`config.mk`:
```
export PLATFORM = sky130hd
export DESIGN_NAME = xip_flash_reader
export DESIGN_NICKNAME = d
export VERILOG_FILES = /design/src/rtl/xip_pkg.sv /design/src/rtl/xip_sck_gen.sv /design/src/rtl/xip_seq.sv /design/src/rtl/xip_flash_reader.sv
export SDC_FILE = /design/constraint.sdc
export NUM_CORES = 1
export LEC_CHECK = 0
export ABC_AREA = 1
export BUFFER_PORTS_ARGS = -buffer_cell sky130_fd_sc_hd__buf_2
export CAP_MARGIN = 15
export CORE_MARGIN = 2
export CORE_UTILIZATION = 48
export DETAILED_ROUTE_END_ITERATION = 10
export GPL_ROUTABILITY_DRIVEN = 0
export HOLD_SLACK_MARGIN = 0.15
export MAX_ROUTING_LAYER = met4
export PLACE_DENSITY_LB_ADDON = 0.12
export SLEW_MARGIN = 10
export SYNTH_ARGS = -nofsm -noshare
export SYNTH_HDL_FRONTEND = slang
export SYNTH_SLANG_ARGS = --single-unit
```
`constraint.sdc`:
```
create_clock -name clk -period 2 [get_ports clk]
set_clock_uncertainty 0.05 [all_clocks]
set_input_delay 0.4 -clock clk [delete_from_list [all_inputs] [get_ports clk]]
set_output_delay 0.4 -clock clk [all_outputs]
set_load 0.02 [all_outputs]
```
`src/rtl/xip_pkg.sv`:
```
package xip_pkg;

  localparam int WORD_BITS = 32;

  typedef enum logic [2:0] {
    PH_IDLE, PH_CMD, PH_ADDR, PH_PAD, PH_DATA, PH_DONE
  } phase_e;

  typedef struct packed {
    logic [7:0] pad_code;
    logic [7:0] cmd_code;
    logic [1:0] rsvd;
    logic [1:0] lane_data;
    logic [1:0] lane_addr;
    logic [1:0] lane_cmd;
    logic [3:0] pad_cnt;
    logic [2:0] addr_len;
    logic       cmd_en;
  } fmt_t;

  function automatic logic [2:0] eff_alen(input fmt_t f);
    return (f.addr_len > 3'd4) ? 3'd4 : f.addr_len;
  endfunction

  function automatic phase_e next_phase(input phase_e cur, input fmt_t f);
    phase_e n;
    n = PH_DONE;
    case (cur)
      PH_IDLE: n = f.cmd_en ? PH_CMD :
                   (f.addr_len != 3'd0) ? PH_ADDR :
                   (f.pad_cnt != 4'd0) ? PH_PAD : PH_DATA;
      PH_CMD:  n = (f.addr_len != 3'd0) ? PH_ADDR :
                   (f.pad_cnt != 4'd0) ? PH_PAD : PH_DATA;
      PH_ADDR: n = (f.pad_cnt != 4'd0) ? PH_PAD : PH_DATA;
      PH_PAD:  n = PH_DATA;
      default: n = PH_DONE;
    endcase
    return n;
  endfunction

  function automatic logic [5:0] phase_bits(input phase_e p, input fmt_t f);
    logic [5:0] n;
    case (p)
      PH_CMD:  n = 6'd8;
      PH_ADDR: n = {eff_alen(f), 3'b000};
      PH_PAD:  n = {2'b00, f.pad_cnt};
      PH_DATA: n = 6'd32;
      default: n = 6'd1;
    endcase
    return n;
  endfunction

endpackage

```
`src/rtl/xip_sck_gen.sv`:
```
module xip_sck_gen #(
  parameter int HALF_DIV = 2
) (
  input  logic clk,
  input  logic rst_n,
  input  logic run,
  output logic sck,
  output logic rise_stb,
  output logic fall_stb
);
  localparam int CW = (HALF_DIV > 1) ? $clog2(HALF_DIV) : 1;
  localparam logic [CW-1:0] LAST = CW'(HALF_DIV - 1);

  logic [CW-1:0] cnt;
  logic          wrap;

  assign wrap     = run && (cnt == LAST);
  assign rise_stb = wrap && !sck;
  assign fall_stb = wrap && sck;

  always_ff @(posedge clk or negedge rst_n) begin
    if (!rst_n) begin
      cnt <= '0;
      sck <= 1'b0;
    end else if (!run) begin
      cnt <= '0;
      sck <= 1'b0;
    end else if (wrap) begin
      cnt <= '0;
      sck <= ~sck;
    end else begin
      cnt <= cnt + 1'b1;
    end
  end

endmodule

```
`src/rtl/xip_seq.sv`:
```
module xip_seq
  import xip_pkg::*;
(
  input  logic        clk,
  input  logic        rst_n,
  input  logic        start,
  input  logic [31:0] start_addr,
  input  fmt_t        fmt,
  input  logic        rise_stb,
  input  logic        fall_stb,
  input  logic        miso,
  output logic        busy,
  output logic        cs_n,
  output logic        mosi,
  output logic        rsp_valid,
  input  logic        rsp_ready,
  output logic [31:0] rsp_data
);
  phase_e      phase;
  fmt_t        fmt_q;
  logic [5:0]  bit_idx;
  logic [31:0] addr_sr;
  logic [31:0] cap;
  logic        last_bit;
  phase_e      nxt;
  logic [5:0]  shamt;

  assign busy     = (phase != PH_IDLE);
  assign cs_n     = !busy;
  assign last_bit = (bit_idx == phase_bits(phase, fmt_q) - 6'd1);
  assign nxt      = next_phase(phase, fmt_q);
  assign shamt    = 6'd32 - {eff_alen(fmt), 3'b000};
  assign rsp_data = cap;

  always_comb begin
    case (phase)
      PH_CMD:  mosi = fmt_q.cmd_code[~bit_idx[2:0]];
      PH_ADDR: mosi = addr_sr[31];
      PH_PAD:  mosi = fmt_q.pad_code[~bit_idx[2:0]];
      default: mosi = 1'b0;
    endcase
  end

  always_ff @(posedge clk or negedge rst_n) begin
    if (!rst_n) begin
      phase     <= PH_IDLE;
      fmt_q     <= '0;
      bit_idx   <= '0;
      addr_sr   <= '0;
      cap       <= '0;
      rsp_valid <= 1'b0;
    end else begin
      if (rsp_valid && rsp_ready) rsp_valid <= 1'b0;
      if (start) begin
        fmt_q   <= fmt;
        phase   <= next_phase(PH_IDLE, fmt);
        bit_idx <= '0;
        addr_sr <= start_addr << shamt;
      end else if (busy) begin
        if (rise_stb && phase == PH_DATA)
          cap[{bit_idx[4:3], ~bit_idx[2:0]}] <= miso;
        if (fall_stb) begin
          if (phase == PH_ADDR) addr_sr <= {addr_sr[30:0], 1'b0};
          if (last_bit) begin
            bit_idx <= '0;
            if (nxt == PH_DONE) begin
              phase     <= PH_IDLE;
              rsp_valid <= 1'b1;
            end else begin
              phase <= nxt;
            end
          end else begin
            bit_idx <= bit_idx + 6'd1;
          end
        end
      end
    end
  end

  AST_RSP_HOLD: assert property (@(posedge clk) disable iff (!rst_n)
    (rsp_valid && !rsp_ready) |=> (rsp_valid && $stable(rsp_data)));
  AST_RSP_AT_CS_RISE: assert property (@(posedge clk) disable iff (!rst_n)
    $rose(rsp_valid) |-> $rose(cs_n));

endmodule

```
`src/rtl/xip_flash_reader.sv`:
```
module xip_flash_reader
  import xip_pkg::*;
#(
  parameter int ADDR_W   = 32,
  parameter int HALF_DIV = 2
) (
  input  logic              clk,
  input  logic              rst_n,
  input  logic              ctrl_we,
  input  logic              ctrl_en_wdata,
  input  logic [31:0]       fmt_cfg,
  input  logic              req_valid,
  output logic              req_ready,
  input  logic [ADDR_W-1:0] req_addr,
  output logic              rsp_valid,
  input  logic              rsp_ready,
  output logic [31:0]       rsp_data,
  input  logic              sw_sck,
  input  logic              sw_cs_n,
  input  logic              sw_mosi,
  output logic              flash_sck,
  output logic              flash_cs_n,
  output logic              flash_mosi,
  input  logic              flash_miso
);
  logic en_q;
  logic busy, eng_cs_n, eng_mosi, eng_sck, rise_stb, fall_stb;
  logic start, hw_own;
  logic [31:0] addr32;

  always_ff @(posedge clk or negedge rst_n) begin
    if (!rst_n)       en_q <= 1'b1;
    else if (ctrl_we) en_q <= ctrl_en_wdata;
  end

  assign req_ready = en_q && !busy && !rsp_valid;
  assign start     = req_valid && req_ready;
  assign addr32    = 32'(req_addr);

  xip_seq u_seq (
    .clk        (clk),
    .rst_n      (rst_n),
    .start      (start),
    .start_addr (addr32),
    .fmt        (fmt_t'(fmt_cfg)),
    .rise_stb   (rise_stb),
    .fall_stb   (fall_stb),
    .miso       (flash_miso),
    .busy       (busy),
    .cs_n       (eng_cs_n),
    .mosi       (eng_mosi),
    .rsp_valid  (rsp_valid),
    .rsp_ready  (rsp_ready),
    .rsp_data   (rsp_data)
  );

  xip_sck_gen #(.HALF_DIV(HALF_DIV)) u_sck (
    .clk      (clk),
    .rst_n    (rst_n),
    .run      (busy),
    .sck      (eng_sck),
    .rise_stb (rise_stb),
    .fall_stb (fall_stb)
  );

  assign hw_own     = en_q || busy;
  assign flash_sck  = hw_own ? eng_sck  : sw_sck;
  assign flash_cs_n = hw_own ? eng_cs_n : sw_cs_n;
  assign flash_mosi = hw_own ? eng_mosi : sw_mosi;

  AST_CS_AFTER_ACCEPT: assert property (@(posedge clk) disable iff (!rst_n)
    (req_valid && req_ready) |=> !flash_cs_n);
  AST_SCK_REST_LOW: assert property (@(posedge clk) disable iff (!rst_n)
    eng_cs_n |-> !eng_sck);
  AST_MOSI_SETTLED: assert property (@(posedge clk) disable iff (!rst_n)
    (eng_sck && !eng_cs_n) |=> (!eng_sck || $stable(eng_mosi)));

endmodule

```
==> results of run 1 <==
[layer usage]
metal | track usage (%) | part of all wire (%) | up-vias
met2 | 41.00 | 51 | 178
met1 | 29.93 | 43 | 2596
met5 | - | 0 | -
met4 | 6.423 | 1.7 | 0
met3 | 5.154 | 4.9 | 23
li1 | - | - | 2691
[worst reg2reg max path: stages, from the launching register on]
cell	delay, ns
dfrtp_2	0.46
nor2_4	0.14
nand2_2	0.07
nand2_2	0.08
nand2_2	0.07
inv_2	0.06
ha_4	0.19
xnor2_1	0.12
nor2_1	0.13
nand2_1	0.08
nor2_2	0.12
nand3_4	0.13
nand2_4	0.12
nand2_4	0.06
nand2_1	0.07
nand2_1	0.05
[layout make-up]
type / count / area (sq um)
Clock inverter: 3 / 67.56
Sequential cell: 101 / 2532
Antenna cell: 1 / 2.502
Multi-Input combinational cell: 520 / 3279
Inverter: 50 / 200.2
Tap cell: 147 / 183.9
Clock buffer: 13 / 260.3
Fill cell: 1020 / 4054
Timing Repair Buffer: 178 / 1281
[state kept, by name, summed over array words and instances (netlist names)]
register,count
u_seq.rsp_valid,1
en_q,1
u_seq.addr_sr,32
u_seq.fmt_q,24
u_seq.phase,3
u_sck.cnt,1
u_seq.bit_idx,6
u_sck.sck,1
u_seq.rsp_data,32
[cell usage after synthesis, types with 3 or more instances]
cell	count
xor2_1	3
mux2_2	9
dfrtp_1	100
a31oi_1	18
nor3_4	3
o221ai_1	4
o21ai_2	3
nand2_4	3
nand4_1	9
nand2_1	160
nand2_2	5
buf_6	7
clkbuf_1	18
o211ai_1	9
o21ai_0	22
a21oi_1	40
mux2_1	7
inv_1	46
nor2_4	4
nor2_2	5
o22ai_1	3
buf_2	7
nor3_1	5
nor2_1	96
inv_2	4
ha_1	6
a31oi_2	25
nand3_1	73
[stage by stage]
stage / area, sq um / hold WS [ns] / TNS (ns)
detailed placement: 6753 / 0.4092 / -0.9640
finish: 7807 / 0.1887 / -1.212
global placement: 6753 / 0.4030 / -0.5075
CTS: 7261 / 0.1811 / -0.6757
floorplan: 6000 / 0.05441 / -1.534
global route: 7807 / 0.1914 / -5.274
[worst paths after layout]
check	from	end	slack, ns	cells past startpoint
min in group asynchronous	rst_n	u_seq.rsp_valid$_DFF_PN0_	0.56	3
worst min-delay path	ctrl_we	en_q$_DFFE_PN1P_	0.19	2
worst max register to register	u_seq.phase[0]$_DFFE_PN0P_	u_seq.phase[0]$_DFFE_PN0P_	-0.10	15
max in group asynchronous	rst_n	u_seq.phase[2]$_DFFE_PN0P_	0.81	3
worst min register to register	u_sck.sck$_DFFE_PN0P_	u_sck.sck$_DFFE_PN0P_	0.42	2
worst max-delay path	u_seq.phase[0]$_DFFE_PN0P_	u_seq.phase[0]$_DFFE_PN0P_	-0.10	15
[kinds of logic after synthesis]
group	Yosys count
AOI/OAI and AO/OA	128
xor gates and xnor gates	5
adders and majority gates	6
buffers and inverters	86
DFF	101
muxes	16
and+or+nand+nor	365
[power breakdown]
part,switching (mW),internal [mW]
combinational,0.235,0.126
clock,0.746,1.17
sequential,0.00442,2.05
[what timing repair did]
item | 4_1_cts | 5_1_grt
hold endpoints to repair | 100 | 0
hold buffers | 1 | 0
buffers inserted | 11 | 16
gates cloned | 0 | 7
resized for setup | 30 | 72
setup endpoints to repair | 25 | 55
pin swaps | 19 | 22
==> reports/metrics.cfg, run 1 <==
[outcome]
outcome = complete, but fails checks
failed_checks = negative setup slack

[floorplanning]
die_w_um = 113.6
initial_core_util_pct = 48.60
die-height_um = 113.6
design.die.area_sq_um = 12900
coreArea_sq_um = 11860
ioPinCount = 111
rows = 40

[routing]
drc_errors = 0
wirelength_mm = 15.96
postRouteAntennaNets = 0
wl_per_cell_um = 15.75
viasPerCell = 5.418
dr.pass1.iters = 5
vias = 5488
first_iter_violations = 374

[sta]
finalMaxSlewViolations = 0
rsz0062_at_grt = yes
maxSlewHeadroom_pct = 59.59
hold_viol = 0
min_period_ns = 2.104
fmax_ghz = 0.4752
setup_viol = 26
post-route-period-util_pct = 105.2
worst_pin_slew_ns = 0.6062
setup_ws_ns = -0.1044

[logic_synthesis]
synthXorXnorAreaFrac_pct = 0.7597
synth_top_family_by_area = simple AND/OR/NAND/NOR gates
syn_area_sq_um = 5764
netlist_instances = 707
synth.avg_cell_area_sq_um = 8.153
synth_fa_ha_area_share_pct = 1.302
yosys-mux-area-fraction_pct = 3.126
synthArstFlopShare_pct = 100.0
synth_warnings = 0
synth-simple-area-share_pct = 28.13
ys_ff_latch = 101
synth_compound_area_share_pct = 16.02
ys_seq_area_share_pct = 43.87
synthTopCellsByArea = dfrtp_1, nand2_1, nand3_1
synthFlopType = dfrtp_1
synth_top_area_share_pct = 43.41
synth-edff-count = 0
yosysTopAreaCell = dfrtp_1
synth.distinct_cells = 38
syn_nets = 787

[setup_path]
slowest_stage = dfrtp_2
max_stage_delay_ns = 0.46
crit_path_end_kind = flop
worstPathCellList = nor2_4, nand2_2, nand2_2, nand2_2, inv_2, ha_4, xnor2_1, nor2_1, nand2_1, nor2_2, nand3_4, nand2_4, nand2_4, nand2_1, nand2_1
criticalPathCategory = flop to flop
crit_fanout = 5
critical_path.top_delay_family = simple AND/OR/NAND/NOR gates
critPathArrivalTime_ns = 2.30
critPathLaunchType = flop
required_ns = 2.19
path_buf_inv = 1

[place]
dp_slack_ns = -0.1108
place_inst = 961
port-buffer-count = 102
hpwl_mm = 10.86

[clock_network]
clk_root_buffer_cell = clkbuf_16
clockBufferDepth = 2
clkSlewWorstSetupHoldPaths_ns = 0.07
cts_tree = built
cts.sinks = 101
insertion_delay_ns = 0.35
cts_htree_levels = 3
cts_buffers = 9

[final_layout]
stdcell_count = 1013
final_cell_mix = nand2_1, buf_2, dfrtp_1
final_common_cell = nand2_1
syn_to_final_growth_pct = 35.45
drive_gt1_share_pct = 38.38
postLayoutCoreUtil_pct = 65.82
fin_nets = 940

[global_route]
grt_max_degree = 102
gr-total-overflow = 0
grt_pass1_vias = 5188
grt_pass1_wl_mm = 24.52
grt_use_total_pct = 24.32
antenna_found_initial = 1

[power_and_ir_drop]
total_power_mw = 4.327
static-leakage-power_nw = 3.521
power_density_nw_per_um2 = 554.2
vdd_ir_drop_max_mv = 0.4134

[flow_run]
drv_cap = 0

[min_path]
hold_class = primary input to flop

(Power assumes the default switching activity.)
==> run 2: changes to the inputs <==
Settings changed: MAX_ROUTING_LAYER met4 to unset.
==> run 2 against run 1 <==
The flow still finishes with violations (negative setup slack). Highest routed layer unchanged. Hold slack got worse by 0.00061 ns. Sequential cell count unchanged. Non-clock buffer count stayed put. Critical path type unchanged. Combinational power about the same. Maximum frequency about the same. Final area increased by 0.46%. Die area did not move. Routed wire length is essentially flat. Sequential power about the same. Critical path depth stayed put.
==> reports/metrics.cfg, run 2 (same netlist as run 1, synthesis figures left out) <==
[clock_network]
clk_root_buffer_cell = clkbuf_16
clkSlewWorstSetupHoldPaths_ns = 0.07  ; about the same
cts_buffers = 9  ; unchanged
cts_tree = built
insertion_delay_ns = 0.35  ; about the same
cts_htree_levels = 3  ; unchanged
clockBufferDepth = 2  ; unchanged
cts.sinks = 101  ; unchanged

[final_layout]
final_cell_mix = nand2_1, buf_2, dfrtp_1
finalInstanceArea_sq_um = 7844  ; +0.46%
fin_nets = 940  ; unchanged
final_common_cell = nand2_1
postLayoutCoreUtil_pct = 66.13  ; +0.31 points
syn_to_final_growth_pct = 36.08
drive_gt1_share_pct = 38.50  ; +0.12 points
num-fill-cells = 1015  ; -0.49%
stdcell_count = 1013  ; unchanged

[routing]
viasPerCell = 5.411  ; -0.13%
postRouteAntennaNets = 0  ; unchanged
met2_wirelength_mm = 8.172  ; +0.85%
vias = 5481  ; -0.13%
first_iter_violations = 332  ; -11%
wirelength_mm = 15.94  ; about the same
dr.pass1.iters = 4  ; -1
drc_errors = 0  ; unchanged
wl_per_cell_um = 15.74  ; about the same
routed.top_layer = met4
wl_met3_um = 733  ; -5.8%
met1_length_mm = 6.769  ; -0.44%

[setup_path]
crit_path_end_kind = flop
criticalPathCategory = flop to flop
slowest_stage = dfrtp_2
crit_fanout = 5  ; unchanged
critPathLaunchType = flop
max_stage_delay_ns = 0.46  ; about the same
required_ns = 2.19  ; about the same
worstPathCellList = nor2_4, nand2_2, nand2_2, nand2_2, inv_2, ha_4, xnor2_1, nor2_1, nand2_1, nor2_2, nand3_4, nand2_4, nand2_4, nand2_1, nand2_1
critPathArrivalTime_ns = 2.30  ; about the same

[sta]
holdWs_ns = 0.1881  ; -0.0006130 ns
post-route-period-util_pct = 105.1  ; about the same
finalMaxSlewViolations = 0  ; unchanged
setup_viol = 29  ; +12%
min_period_ns = 2.103  ; -0.001405 ns
rsz0062_at_grt = yes
setup_ws_ns = -0.1029  ; +0.001405 ns
fmax_ghz = 0.4755  ; about the same
maxSlewHeadroom_pct = 60.44  ; +0.86 points
hold_viol = 0  ; unchanged
worst_pin_slew_ns = 0.5934  ; -0.01286 ns

[power_and_ir_drop]
power_density_nw_per_um2 = 551.5  ; -0.48%
total_power_mw = 4.326  ; about the same
vdd_ir_drop_max_mv = 0.3890  ; -5.9%
static-leakage-power_nw = 3.532  ; +0.32%

[floorplanning]
rows = 40  ; unchanged
initial_core_util_pct = 48.60  ; unchanged
design.die.area_sq_um = 12900  ; unchanged
ioPinCount = 111  ; unchanged
die-height_um = 113.6  ; unchanged
coreArea_sq_um = 11860  ; unchanged
die_w_um = 113.6  ; unchanged

[outcome]
failed_checks = negative setup slack
outcome = complete, but fails checks

[global_route]
grt_pass1_vias = 5200  ; +0.23%
gr-total-overflow = 0  ; unchanged
grt_max_degree = 102  ; unchanged
grt_pass1_wl_mm = 24.53  ; about the same
grt_use_total_pct = 23.61  ; -0.71 points
antenna_found_initial = 1  ; unchanged

[place]
place_inst = 961  ; unchanged
port-buffer-count = 102  ; unchanged
hpwl_mm = 10.86  ; unchanged
placed_cell_area_sq_um = 6753  ; unchanged

[min_path]
hold_class = primary input to flop

[flow_run]
drv_cap = 0  ; unchanged

## run 2: cell count changes in the layout (fill, tap and decap cells not counted), moves of 2 or more
cell    before  now
buf_6       16   13
nor2_2      16   13
nor2_4      20   23
buf_8        1    3
## run 2: area by class of cell
type	instances	area, sq um	share of cell area [%]
Sequential cell	101	2532	32.29
Inverter	50	200.2	2.552
Antenna cell	1	2.502	0.03190
Timing Repair Buffer	178	1297	16.54
Multi-Input combinational cell	520	3299	42.06
Tap cell	147	183.9	2.345
Clock buffer	13	260.3	3.318
Clock inverter	3	67.56	0.8614
## run 2: worst paths after layout
path / slack [ns] / depth (start not counted) / to / start
min in group asynchronous: 0.56 / 3 / u_seq.rsp_valid$_DFF_PN0_ / rst_n
worst max register to register: -0.10 / 15 / u_seq.phase[0]$_DFFE_PN0P_ / u_seq.phase[0]$_DFFE_PN0P_
worst min-delay path: 0.19 / 2 / en_q$_DFFE_PN1P_ / ctrl_we
max in group asynchronous: 0.83 / 3 / u_seq.phase[2]$_DFFE_PN0P_ / rst_n
worst min register to register: 0.42 / 2 / u_sck.sck$_DFFE_PN0P_ / u_sck.sck$_DFFE_PN0P_
worst max-delay path: -0.10 / 15 / u_seq.phase[0]$_DFFE_PN0P_ / u_seq.phase[0]$_DFFE_PN0P_
## run 2: worst max-delay path: cells and delay by family (launching register included)
family	cells	cell delay, ns
AND/OR/NAND/NOR	12	1.12
flip-flops	1	0.46
adder cells (fa/ha/maj)	1	0.19
XOR/XNOR	1	0.12
buffers and inverters	1	0.06
## run 2: per-layer routing
metal  global-route usage, %  vias to the layer above
met5                       0                        -
met4                   6.423                        0
met3                   5.313                       21
met2                   40.96                      168
met1                   29.87                     2597
li1                        -                     2695
## run 2: power by group
part           leakage (nW)  internal (mW)  switching, mW  total [mW]
clock                 0.156           1.17          0.745        1.91
combinational          2.15          0.126          0.235       0.361
sequential             1.23           2.05        0.00443        2.05
## run 2: repair_timing
item                       4_1_cts  5_1_grt
gates cloned                     0        8
setup endpoints to repair       25       55
buffers inserted                11       15
hold endpoints to repair       100        0
hold buffers                     1        0
resized for setup               30       76
pin swaps                       19       21
## run 2: metrics by stage
stage / setup TNS [ns] / setup WS (ns)
floorplan: -1.534 / -0.07966
global placement: -0.5075 / -0.05114
detailed placement: -0.9640 / -0.1108
CTS: -0.6757 / -0.09250
global route: -5.310 / -0.2291
finish: -1.386 / -0.1029
==> run 3: changes to the inputs <==
Settings changed: ABC_AREA 1 to unset.
==> run 3 against run 2 <==
The flow still finishes with violations (negative setup slack). Non-clock buffer count grew 18. Synthesized cell count shrank 15%. Sequential cell count is the same. Largest power group is now combinational cells. Register-to-register slack lost 0.57 ns. Critical path type unchanged.
==> reports/metrics.cfg, run 3 <==
[logic_synthesis]
synth-edff-count = 0  ; unchanged
synthArstFlopShare_pct = 100.0  ; unchanged
netlist_instances = 602  ; -15%
syn_nets = 682  ; -13%
ys_ff_latch = 101  ; unchanged
synth_top_area_share_pct = 46.03  ; +2.6 points
ys_seq_area_share_pct = 46.51  ; +2.6 points
synth.distinct_cells = 51  ; +34%
yosysMostFrequentCell = nand2_1
synthTopCellsByArea = dfrtp_1, nand2_1, mux2_2
synthTopCellsByCount = nand2_1, dfrtp_1, o21ai_0, mux2_2, clkbuf_1
synthFlopType = dfrtp_1
yosysTopAreaCell = dfrtp_1
syn_area_sq_um = 5436  ; -5.7%
synth.avg_cell_area_sq_um = 9.031  ; +11%
synth_warnings = 0  ; unchanged

[power_and_ir_drop]
static-leakage-power_nw = 3.465  ; -1.9%
total_power_mw = 9.479  ; +120%
power.internal_mw = 5.994  ; +79%
power.share.sequential_pct = 32.4  ; -15 points
vdd_ir_drop_max_mv = 0.6382  ; +64%
switching_share_pct = 36.77  ; +14 points
switchingPower_mw = 3.485  ; +250%
clock_power_share_pct = 19.4  ; -25 points
power_density_nw_per_um2 = 1233  ; +120%
p_comb_share_pct = 48.2  ; +40 points

[clock_network]
clkSlewWorstSetupHoldPaths_ns = 0.07  ; about the same
cts_tree = built
cts_htree_levels = 3  ; unchanged
cts.sinks = 101  ; unchanged
insertion_delay_ns = 0.35  ; about the same
cts_buffers = 9  ; unchanged
clk_root_buffer_cell = clkbuf_16
clockBufferDepth = 2  ; unchanged

[setup_path]
critPathLaunchType = flop
critPathArrivalTime_ns = 2.89  ; +0.59 ns
required_ns = 2.21  ; +0.02 ns
criticalPathCategory = flop to flop
crit_path_end_kind = flop
crit_fanout = 8  ; +3

[final_layout]
syn_to_final_growth_pct = 41.36
num-fill-cells = 860  ; -15%
finalInstanceArea_sq_um = 7685  ; -2.0%
final_cell_mix = nand2_1, dfrtp_1, buf_2
diodes = 0  ; -1
final_common_cell = nand2_1
fin_nets = 852  ; -9.4%
drive_gt1_share_pct = 39.82  ; +1.3 points

[routing]
first_iter_violations = 383  ; +15%
dr.pass1.iters = 5  ; +1
wl_per_cell_um = 18.15  ; +15%
wirelength_mm = 16.62  ; +4.3%
viasPerCell = 5.761  ; +6.5%
drc_errors = 0  ; unchanged
postRouteAntennaNets = 0  ; unchanged
vias = 5277  ; -3.7%

[sta]
min_period_ns = 2.677  ; +0.5742 ns
post-route-period-util_pct = 133.9  ; +29 points
maxSlewHeadroom_pct = 66.54  ; +6.1 points
fmax_ghz = 0.3735  ; -21%
finalMaxSlewViolations = 0  ; unchanged
hold_viol = 0  ; unchanged
setup_ws_ns = -0.6771  ; -0.5742 ns
setup_viol = 70  ; +140%
worst_pin_slew_ns = 0.5019  ; -0.09142 ns
rsz0062_at_grt = yes

[floorplanning]
ioPinCount = 111  ; unchanged
initial_core_util_pct = 49.71  ; +1.1 points
die_w_um = 110.4  ; -2.8%
design.die.area_sq_um = 12190  ; -5.5%
coreArea_sq_um = 10940  ; -7.8%
rows = 38  ; -5.0%
die-height_um = 110.4  ; -2.8%

[min_path]
hold_class = primary input to flop

[global_route]
gr-total-overflow = 0  ; unchanged
grt_use_total_pct = 26.33  ; +2.7 points
grt_max_degree = 41  ; -60%
antenna_found_initial = 0  ; -1
grt_pass1_wl_mm = 26.12  ; +6.5%
grt_pass1_vias = 5116  ; -1.6%

[flow_run]
drv_cap = 0  ; unchanged

[place]
port-buffer-count = 102  ; unchanged
placed_cell_area_sq_um = 6484  ; -4.0%
hpwl_mm = 10.06  ; -7.4%

[outcome]
failed_checks = negative setup slack
outcome = complete, but fails checks

run 3: cell count changes after synthesis, sizes merged, moves of 9 or more:
cell / previous run / this run
buf: 18 / 6
a32oi: 0 / 9
nand3b: 0 / 10
inv: 50 / 12
nor2: 105 / 31
a21oi: 40 / 16
nand3: 74 / 19
a22oi: 1 / 15
mux2: 16 / 34
mux2i: 0 / 15
o21ai: 26 / 50
clkbuf: 18 / 33
a31oi: 43 / 3
run 3: kinds of logic (layout without fill, tap and decap cells):
kind of cell,after synthesis,after routing,synth area share (%)
adders and majority gates,6,6,1.381
buffers and inverters,51,223,3.843
muxes,54,54,11.88
and+or+nand+nor,266,266,21.31
xor gates and xnor gates,9,9,1.588
DFF,101,101,46.51
AOI/OAI and AO/OA,115,117,13.49
run 3: critical path, cell delays in order (launching register included):
cell and delay (ns):
dfrtp_1 0.40, or3_4 0.40, o211a_4 0.16, ha_4 0.17, xnor2_2 0.14, xnor2_1 0.13, nand3_1 0.09, a2111o_1 0.50
nand4b_1 0.28, a211oi_2 0.25
run 3: final timing paths:
| kind | end | cells past startpoint | slack, ns | from |
|---|---|---|---|---|
| max | u_seq.phase[2]$_DFFE_PN0P_ | 9 | -0.68 | u_seq.phase[2]$_DFFE_PN0P_ |
| min | u_seq.fmt_q[23]$_DFFE_PN0P_ | 3 | 0.18 | fmt_cfg[23] |
| max reg2reg | u_seq.phase[2]$_DFFE_PN0P_ | 9 | -0.68 | u_seq.phase[2]$_DFFE_PN0P_ |
| min reg2reg | u_seq.fmt_q[29]$_DFFE_PN0P_ | 2 | 0.42 | u_seq.fmt_q[29]$_DFFE_PN0P_ |
| max in group asynchronous | en_q$_DFFE_PN1P_ | 3 | 0.85 | rst_n |
| min in group asynchronous | u_sck.cnt$_DFF_PN0_ | 2 | 0.48 | rst_n |
run 3: routing by layer:
layer	GRT usage [%]	up-vias	part of all wire, %
li1	-	2444	-
met1	36.62	2524	42
met2	41.80	269	47
met3	3.677	40	7.7
met4	10.50	0	2.5
met5	0	-	0
run 3: cell type report:
type	count	area [sq um]	area share, %
multi-input cells	452	3020	39.30
clock buffers	12	266.5	3.468
well taps	140	175.2	2.279
flip-flops and latches	101	2530	32.92
clock inverters	3	43.79	0.5698
inverters	12	45.04	0.5861
repair buffers	196	1604	20.87
run 3: repair_timing:
action	4_1_cts	5_1_grt
hold buffers	1	0
setup endpoints to repair	62	86
buffers inserted	18	10
pin swaps	14	13
gates cloned	8	4
gates resized for setup	74	41
hold endpoints to repair	26	0
run 3: power by group through the flow:
stage | Clock (mW) | Combinational (mW) | Sequential, mW
2_1_floorplan | 0 | 2.12 | 3.04
3_3_place_gp | 0 | 3.29 | 3.03
3_5_place_dp | 0 | 3.40 | 3.05
4_1_cts | 1.87 | 4.16 | 3.03
5_1_grt | 1.96 | 4.90 | 3.13
6_report | 1.84 | 4.57 | 3.07
run 3: metrics by stage:
stage	util (%)	hold WS [ns]	setup WS (ns)	setup TNS, ns	std cells
2_1_floorplan	-	0.05441	-0.5159	-5.208	602
5_1_grt	70.27	0.1954	-0.7626	-23.84	916
3_3_place_gp	59.29	0.3022	-0.4486	-9.298	861
4_1_cts	67.69	0.1748	-0.6218	-9.174	903
6_report	70.27	0.1829	-0.6771	-19.56	916
3_5_place_dp	59.29	0.3088	-0.5051	-12.33	861
